## src/rtl/pwm_pkg.sv

```systemverilog
package pwm_pkg;
  localparam int unsigned EXP_W  = 3;
  localparam int unsigned CTRL_W = EXP_W + 2;

  typedef enum logic [1:0] {
    SEL_CMP  = 2'd0,
    SEL_LOAD = 2'd1,
    SEL_CTRL = 2'd2,
    SEL_CNT  = 2'd3
  } reg_sel_e;

  typedef struct packed {
    logic             force_hi;
    logic             force_lo;
    logic [EXP_W-1:0] div_exp;
  } chan_ctrl_t;
endpackage

```

## src/rtl/pwm_prescaler.sv

```systemverilog
module pwm_prescaler #(
  parameter int unsigned EXP_W = 3
) (
  input  logic             clk_i,
  input  logic             rst_ni,
  input  logic             run_i,
  input  logic [EXP_W-1:0] exp_i,
  output logic             tick_o
);
  localparam int unsigned DIV_W = (1 << EXP_W) - 1;

  logic [DIV_W-1:0] div_q;
  logic [DIV_W-1:0] mask;

  assign mask   = ~({DIV_W{1'b1}} << exp_i);
  assign tick_o = run_i && ((div_q & mask) == mask);

  // free-running divider, frozen while stopped
  always_ff @(posedge clk_i or negedge rst_ni) begin
    if (!rst_ni)    div_q <= '0;
    else if (run_i) div_q <= div_q + 1'b1;
  end
endmodule

```

## src/rtl/pwm_channel.sv

```systemverilog
module pwm_channel
  import pwm_pkg::*;
#(
  parameter int unsigned CNT_W = 16
) (
  input  logic              clk_i,
  input  logic              rst_ni,
  input  logic              run_i,
  input  logic [CNT_W-1:0]  wdata_i,
  input  logic              wr_cmp_i,
  input  logic              wr_load_i,
  input  logic              wr_ctrl_i,
  output logic [CNT_W-1:0]  cmp_sh_o,
  output logic [CNT_W-1:0]  load_sh_o,
  output logic [CTRL_W-1:0] ctrl_o,
  output logic [CNT_W-1:0]  cnt_o,
  output logic [CNT_W-1:0]  cmp_act_o,
  output logic              tick_o,
  output logic              level_o,
  output logic              pwm_o
);
  logic [CNT_W-1:0] cnt_q, cmp_act_q, cmp_sh_q, load_sh_q;
  chan_ctrl_t       ctrl_q;
  logic             level_q;
  logic             tick;
  logic             match;
  logic             at_top;

  pwm_prescaler #(.EXP_W(EXP_W)) u_pre (
    .clk_i  (clk_i),
    .rst_ni (rst_ni),
    .run_i  (run_i),
    .exp_i  (ctrl_q.div_exp),
    .tick_o (tick)
  );

  assign match  = (cnt_q == cmp_act_q);
  assign at_top = &cnt_q;

  always_ff @(posedge clk_i or negedge rst_ni) begin
    if (!rst_ni) begin
      cmp_sh_q  <= '0;
      load_sh_q <= '0;
      ctrl_q    <= '0;
    end else begin
      if (wr_cmp_i)  cmp_sh_q  <= wdata_i;
      if (wr_load_i) load_sh_q <= wdata_i;
      if (wr_ctrl_i) ctrl_q    <= chan_ctrl_t'(wdata_i[CTRL_W-1:0]);
    end
  end

  always_ff @(posedge clk_i or negedge rst_ni) begin
    if (!rst_ni) begin
      cnt_q     <= '0;
      cmp_act_q <= '0;
      level_q   <= 1'b0;
    end else if (tick) begin
      if (match) begin
        cnt_q     <= load_sh_q;
        cmp_act_q <= cmp_sh_q;
        level_q   <= 1'b1;
      end else if (at_top) begin
        cnt_q   <= '0;
        level_q <= 1'b0;
      end else begin
        cnt_q <= cnt_q + 1'b1;
      end
    end else if (!run_i) begin
      // stopped: writes land in the active state directly
      if (wr_cmp_i)  cmp_act_q <= wdata_i;
      if (wr_load_i) cnt_q     <= wdata_i;
    end
  end

  always_comb begin
    if (ctrl_q.force_hi)      pwm_o = 1'b1;
    else if (ctrl_q.force_lo) pwm_o = 1'b0;
    else                      pwm_o = level_q;
  end

  assign cmp_sh_o  = cmp_sh_q;
  assign load_sh_o = load_sh_q;
  assign ctrl_o    = ctrl_q;
  assign cnt_o     = cnt_q;
  assign cmp_act_o = cmp_act_q;
  assign tick_o    = tick;
  assign level_o   = level_q;
endmodule

```

## src/rtl/pwm_regs.sv

```systemverilog
module pwm_regs
  import pwm_pkg::*;
#(
  parameter int unsigned NUM_TIMERS = 4,
  parameter int unsigned CNT_W      = 16,
  parameter int unsigned IDX_W      = 2,
  parameter int unsigned ADDR_W     = IDX_W + 3
) (
  input  logic                             clk_i,
  input  logic                             rst_ni,
  input  logic                             wr_en_i,
  input  logic [ADDR_W-1:0]                addr_i,
  input  logic [CNT_W-1:0]                 wdata_i,
  input  logic [NUM_TIMERS-1:0][CNT_W-1:0] cmp_sh_i,
  input  logic [NUM_TIMERS-1:0][CNT_W-1:0] load_sh_i,
  input  logic [NUM_TIMERS-1:0][CTRL_W-1:0] ctrl_i,
  input  logic [NUM_TIMERS-1:0][CNT_W-1:0] cnt_i,
  output logic [NUM_TIMERS-1:0]            wr_cmp_o,
  output logic [NUM_TIMERS-1:0]            wr_load_o,
  output logic [NUM_TIMERS-1:0]            wr_ctrl_o,
  output logic [NUM_TIMERS-1:0]            run_o,
  output logic [CNT_W-1:0]                 rdata_o
);
  logic             glob;
  logic [IDX_W-1:0] idx;
  reg_sel_e         sel;
  logic [NUM_TIMERS-1:0] run_q;

  assign glob = addr_i[ADDR_W-1];
  assign idx  = addr_i[ADDR_W-2:2];
  assign sel  = reg_sel_e'(addr_i[1:0]);

  for (genvar i = 0; i < NUM_TIMERS; i++) begin : g_dec
    logic hit;
    assign hit          = wr_en_i && !glob && (idx == IDX_W'(i));
    assign wr_cmp_o[i]  = hit && (sel == SEL_CMP);
    assign wr_load_o[i] = hit && (sel == SEL_LOAD);
    assign wr_ctrl_o[i] = hit && (sel == SEL_CTRL);
  end

  always_ff @(posedge clk_i or negedge rst_ni) begin
    if (!rst_ni)                run_q <= '0;
    else if (wr_en_i && glob)   run_q <= wdata_i[NUM_TIMERS-1:0];
  end

  assign run_o = run_q;

  always_comb begin
    rdata_o = '0;
    if (glob) begin
      rdata_o = CNT_W'(run_q);
    end else if (int'(idx) < NUM_TIMERS) begin
      unique case (sel)
        SEL_CMP:  rdata_o = cmp_sh_i[idx];
        SEL_LOAD: rdata_o = load_sh_i[idx];
        SEL_CTRL: rdata_o = CNT_W'(ctrl_i[idx]);
        SEL_CNT:  rdata_o = cnt_i[idx];
        default:  rdata_o = '0;
      endcase
    end
  end
endmodule

```

## src/rtl/pwm_reload_timer.sv

```systemverilog
module pwm_reload_timer
  import pwm_pkg::*;
#(
  parameter int unsigned NUM_TIMERS = 4,
  parameter int unsigned CNT_W      = 16,
  localparam int unsigned IDX_W     = (NUM_TIMERS > 1) ? $clog2(NUM_TIMERS) : 1,
  localparam int unsigned ADDR_W    = IDX_W + 3
) (
  input  logic                  clk_i,
  input  logic                  rst_ni,
  input  logic                  wr_en_i,
  input  logic [ADDR_W-1:0]     addr_i,
  input  logic [CNT_W-1:0]      wdata_i,
  output logic [CNT_W-1:0]      rdata_o,
  output logic [NUM_TIMERS-1:0] pwm_o
);
  logic [NUM_TIMERS-1:0]             run_w, tick_w, level_w;
  logic [NUM_TIMERS-1:0]             wr_cmp_w, wr_load_w, wr_ctrl_w;
  logic [NUM_TIMERS-1:0][CNT_W-1:0]  cmp_sh_w, load_sh_w, cnt_w, cmp_act_w;
  logic [NUM_TIMERS-1:0][CTRL_W-1:0] ctrl_w;

  pwm_regs #(
    .NUM_TIMERS (NUM_TIMERS),
    .CNT_W      (CNT_W),
    .IDX_W      (IDX_W),
    .ADDR_W     (ADDR_W)
  ) u_regs (
    .clk_i     (clk_i),
    .rst_ni    (rst_ni),
    .wr_en_i   (wr_en_i),
    .addr_i    (addr_i),
    .wdata_i   (wdata_i),
    .cmp_sh_i  (cmp_sh_w),
    .load_sh_i (load_sh_w),
    .ctrl_i    (ctrl_w),
    .cnt_i     (cnt_w),
    .wr_cmp_o  (wr_cmp_w),
    .wr_load_o (wr_load_w),
    .wr_ctrl_o (wr_ctrl_w),
    .run_o     (run_w),
    .rdata_o   (rdata_o)
  );

  for (genvar i = 0; i < NUM_TIMERS; i++) begin : g_chan
    pwm_channel #(.CNT_W(CNT_W)) u_chan (
      .clk_i     (clk_i),
      .rst_ni    (rst_ni),
      .run_i     (run_w[i]),
      .wdata_i   (wdata_i),
      .wr_cmp_i  (wr_cmp_w[i]),
      .wr_load_i (wr_load_w[i]),
      .wr_ctrl_i (wr_ctrl_w[i]),
      .cmp_sh_o  (cmp_sh_w[i]),
      .load_sh_o (load_sh_w[i]),
      .ctrl_o    (ctrl_w[i]),
      .cnt_o     (cnt_w[i]),
      .cmp_act_o (cmp_act_w[i]),
      .tick_o    (tick_w[i]),
      .level_o   (level_w[i]),
      .pwm_o     (pwm_o[i])
    );
  end
endmodule

```

## config.mk

```make
export PLATFORM = sky130hd
export DESIGN_NAME = pwm_reload_timer
export DESIGN_NICKNAME = d
export VERILOG_FILES = /design/src/rtl/pwm_pkg.sv /design/src/rtl/pwm_prescaler.sv /design/src/rtl/pwm_channel.sv /design/src/rtl/pwm_regs.sv /design/src/rtl/pwm_reload_timer.sv
export SDC_FILE = /design/constraint.sdc
export NUM_CORES = 1
export LEC_CHECK = 0
export CAP_MARGIN = 5
export CORE_UTILIZATION = 50
export DETAILED_ROUTE_END_ITERATION = 12
export PLACE_DENSITY = 0.7
export RECOVER_POWER = 100
export SLEW_MARGIN = 20
export SYNTH_ARGS = -nofsm -noshare
export SYNTH_HDL_FRONTEND = slang
export SYNTH_SLANG_ARGS = --single-unit
```

## constraint.sdc

```tcl
create_clock -name clk_i -period 3.55 [get_ports clk_i]
set_input_delay 0.355 -clock clk_i [delete_from_list [all_inputs] [get_ports clk_i]]
set_output_delay 0.355 -clock clk_i [all_outputs]
set_load 0.02 [all_outputs]
```

==> results.ini <==
[critical_path]
path_cells = mux4_2 > mux4_2 > mux2_2 > dlygate4sd3_1
setup.worst_path.end_class = output port
slowest_delay_ps = 650
critPathMostFrequentCell = mux4_2
cp_max_fo = 10
crit_type = reg2out
cp.required_ps = 3190
cpMaxStageDelayCell = dlygate4sd3_1
r2r_slack_ps = 350
crit_path_start_kind = register
critPathArrivalTime_ps = 3000

[final_layout]
final_cell_mix = dfrtp_1, nand2_1, mux2_2
fin_nets = 1660
n_fill_cell = 2932
area_growth_pct = 10.6
multiInputGateArea_um2 = 9040
final_common_cell = dfrtp_1
num_antenna_cells = 0
drive_gt1_share_pct = 19.7
seq_area_um2 = 7810
stdcell_count = 2111

[sta]
rsz0062_at_grt = false
layout_min_cycle_time_ps = 3350
finalHoldViolCount = 0
fin_tns_setup_ps = 0
setup_viol = 0
skew_ps = 19.9
fmax_mhz = 298
maxSlewHeadroom_pct = -77.2
drv_slew = 110
worst_slew_pin_slew_ps = 2660
post-route-period-util_pct = 94.4

[clock_network]
cts_setup_buffers = 0
cts.path.max_buffers = 3
insertion_delay_ps = 530
clock_sinks = 312
cts_buffers = 37
cts_tree = built
root_buffer = clkbuf_16
cts_hold_buf = 1
ctsResizeCount = 0
clk_pin_slew_worst_paths_ps = 60
htreeDepth = 2

[synthesis]
ys_ff_latch = 312
synth-seq-area-share_pct = 44.2
syn_avg_cell_area_um2 = 10.9
synth_cells = 1628
synth_cell_types = 82
synth-warning-count = 0
synth.area.top_cells = dfrtp_1, mux2_2, mux4_2
syn_nets = 1660
synth_top_area_cell = dfrtp_1
synth_edf_count = 0
async_flop_share_pct = 100
synthFlopType = dfrtp_1
synthDominantCellAreaShare_pct = 44.2
netlist_area_um2 = 17700

[route]
wire_per_inst_um = 24.0
drc = 0
via_per_inst = 6.37
num_vias = 13400
drtIter0Drc = 1334
drt-total-wl_um = 50600
drtPass1Iterations = 5
ant_nets = 0

[floorplanning]
pin_count = 44
die_area_um2 = 36100
rows = 68
die_w_um = 190
start_util_pct = 51.0
die_h_um = 190
fp.coreArea_um2 = 34600

[place]
gp_congestion = 1.03
dp.cells = 2042
io_buffers = 43
dpl.hpwl_um = 37500

[status]
outcome = finished with violations
violations = capacitance limit, slew limit

[global_routing]
grt_max_degree = 99
track_usage_pct = 28.8
first_global_vias = 13000
antenna_found_initial = 0
grt_pass1_wl_um = 78800
globalRouteOverflowTotal = 0

[power_and_ir_drop]
power_density_nw_per_um2 = 747
power.total_mw = 14.6
irDropWorstVdd_uv = 357
p_leak_nw = 8.39

[hold_path]
min_path_type = reg2reg

[run]
drv_cap = 2

## critical path: cells and delay by family (launching register included)
kind | cells | cell delay, ps
buffers and inverters | 1 | 650
DFF | 1 | 540
muxes | 3 | 1290
## cell type report
cell class	instances	area share (%)
repair buffers	92	3.91
clock buffers	51	5.68
flip-flops and latches	312	39.9
multi-input cells	1161	46.2
well taps	455	2.91
clock inverters	16	0.877
inverters	24	0.461
## kinds of logic after synthesis
kind of cell,share of synthesized area [%]
and+or+nand+nor,13.2
AOI/OAI and AO/OA,12.0
DFF,44.2
muxes,20.6
buffers and inverters,4.16
xor gates and xnor gates,5.35
adders and majority gates,0.566
## synthesized netlist by cell type (6+ instances only)
| cell type | count |
|---|---|
| a21o_1 | 14 |
| nor2b_1 | 10 |
| xnor2_1 | 74 |
| and3_1 | 18 |
| buf_4 | 14 |
| a211oi_1 | 8 |
| o2bb2ai_1 | 8 |
| a21boi_0 | 6 |
| and4_1 | 9 |
| a32oi_1 | 7 |
| o22ai_1 | 7 |
| clkbuf_1 | 60 |
| mux4_2 | 58 |
| nand3_1 | 45 |
| a21oi_1 | 73 |
| nand2_1 | 153 |
| and2_1 | 10 |
| a22oi_1 | 11 |
| buf_2 | 40 |
| o211ai_1 | 6 |
| a221oi_1 | 9 |
| a221o_1 | 7 |
| ha_1 | 8 |
| mux2i_1 | 67 |
| mux2_2 | 147 |
| nand4_1 | 40 |
| o21ai_1 | 57 |
| inv_1 | 23 |
| nand2b_1 | 9 |
| nor2_1 | 102 |
| dfrtp_1 | 312 |
| o21ai_0 | 38 |
| xor2_1 | 34 |
| a31oi_1 | 11 |
| nor3_1 | 15 |
| buf_1 | 10 |
## report_power, final
| part | leakage [nW] | total [mW] | switching (mW) | internal (mW) |
|---|---|---|---|---|
| combinational | 3.76 | 4.47 | 2.31 | 2.16 |
| clock | 0.641 | 3.96 | 1.54 | 2.42 |
| sequential | 3.98 | 6.19 | 1.62 | 4.56 |
## metal layers
metal  track usage [%]  part of all wire [%]
met5                 0                     0
met1              40.5                    42
met4              9.89                   3.3
met3              4.57                   8.3
met2              45.4                    46
## registers in the layout (all words and copies together) (netlist names)
signal	flops
g_chan.u_chan.cmp_act_o	64
g_chan.u_chan.cmp_sh_o	64
g_chan.u_chan.cnt_o	64
g_chan.u_chan.ctrl_o	20
g_chan.u_chan.level_o	4
g_chan.u_chan.load_sh_o	64
g_chan.u_chan.u_pre.div_q	28
u_regs.run_o	4
## through the flow
step | util [%] | setup WS (ps) | area, µm² | hold slack (ps)
after floorplan | - | 1250 | 17700 | 59.4
after global placement | 53.3 | 430 | 18400 | 438
after detailed placement | 53.3 | 395 | 18400 | 441
after CTS | 57.0 | 291 | 19700 | 464
after global routing | 56.5 | 126 | 19600 | 489
final | 56.5 | 198 | 19600 | 462
## path summary, 6_finish.rpt
kind | startpoint | to | cells past startpoint
worst max-delay path | g_chan[0].u_chan.cnt_o[2] | rdata_o[2] | 4
worst min-delay path | g_chan[2].u_chan.u_pre.div_q[6] | g_chan[2].u_chan.u_pre.div_q[6] | 1
worst max register to register | g_chan[1].u_chan.cnt_o[0] | g_chan[1].u_chan.cnt_o[5] | 8
worst min register to register | g_chan[2].u_chan.u_pre.div_q[6] | g_chan[2].u_chan.u_pre.div_q[6] | 1
max in group asynchronous | rst_ni | g_chan[0].u_chan.load_sh_o[10] | 3
min in group asynchronous | rst_ni | g_chan[3].u_chan.u_pre.div_q[4] | 2
(Power assumes the default switching activity.)
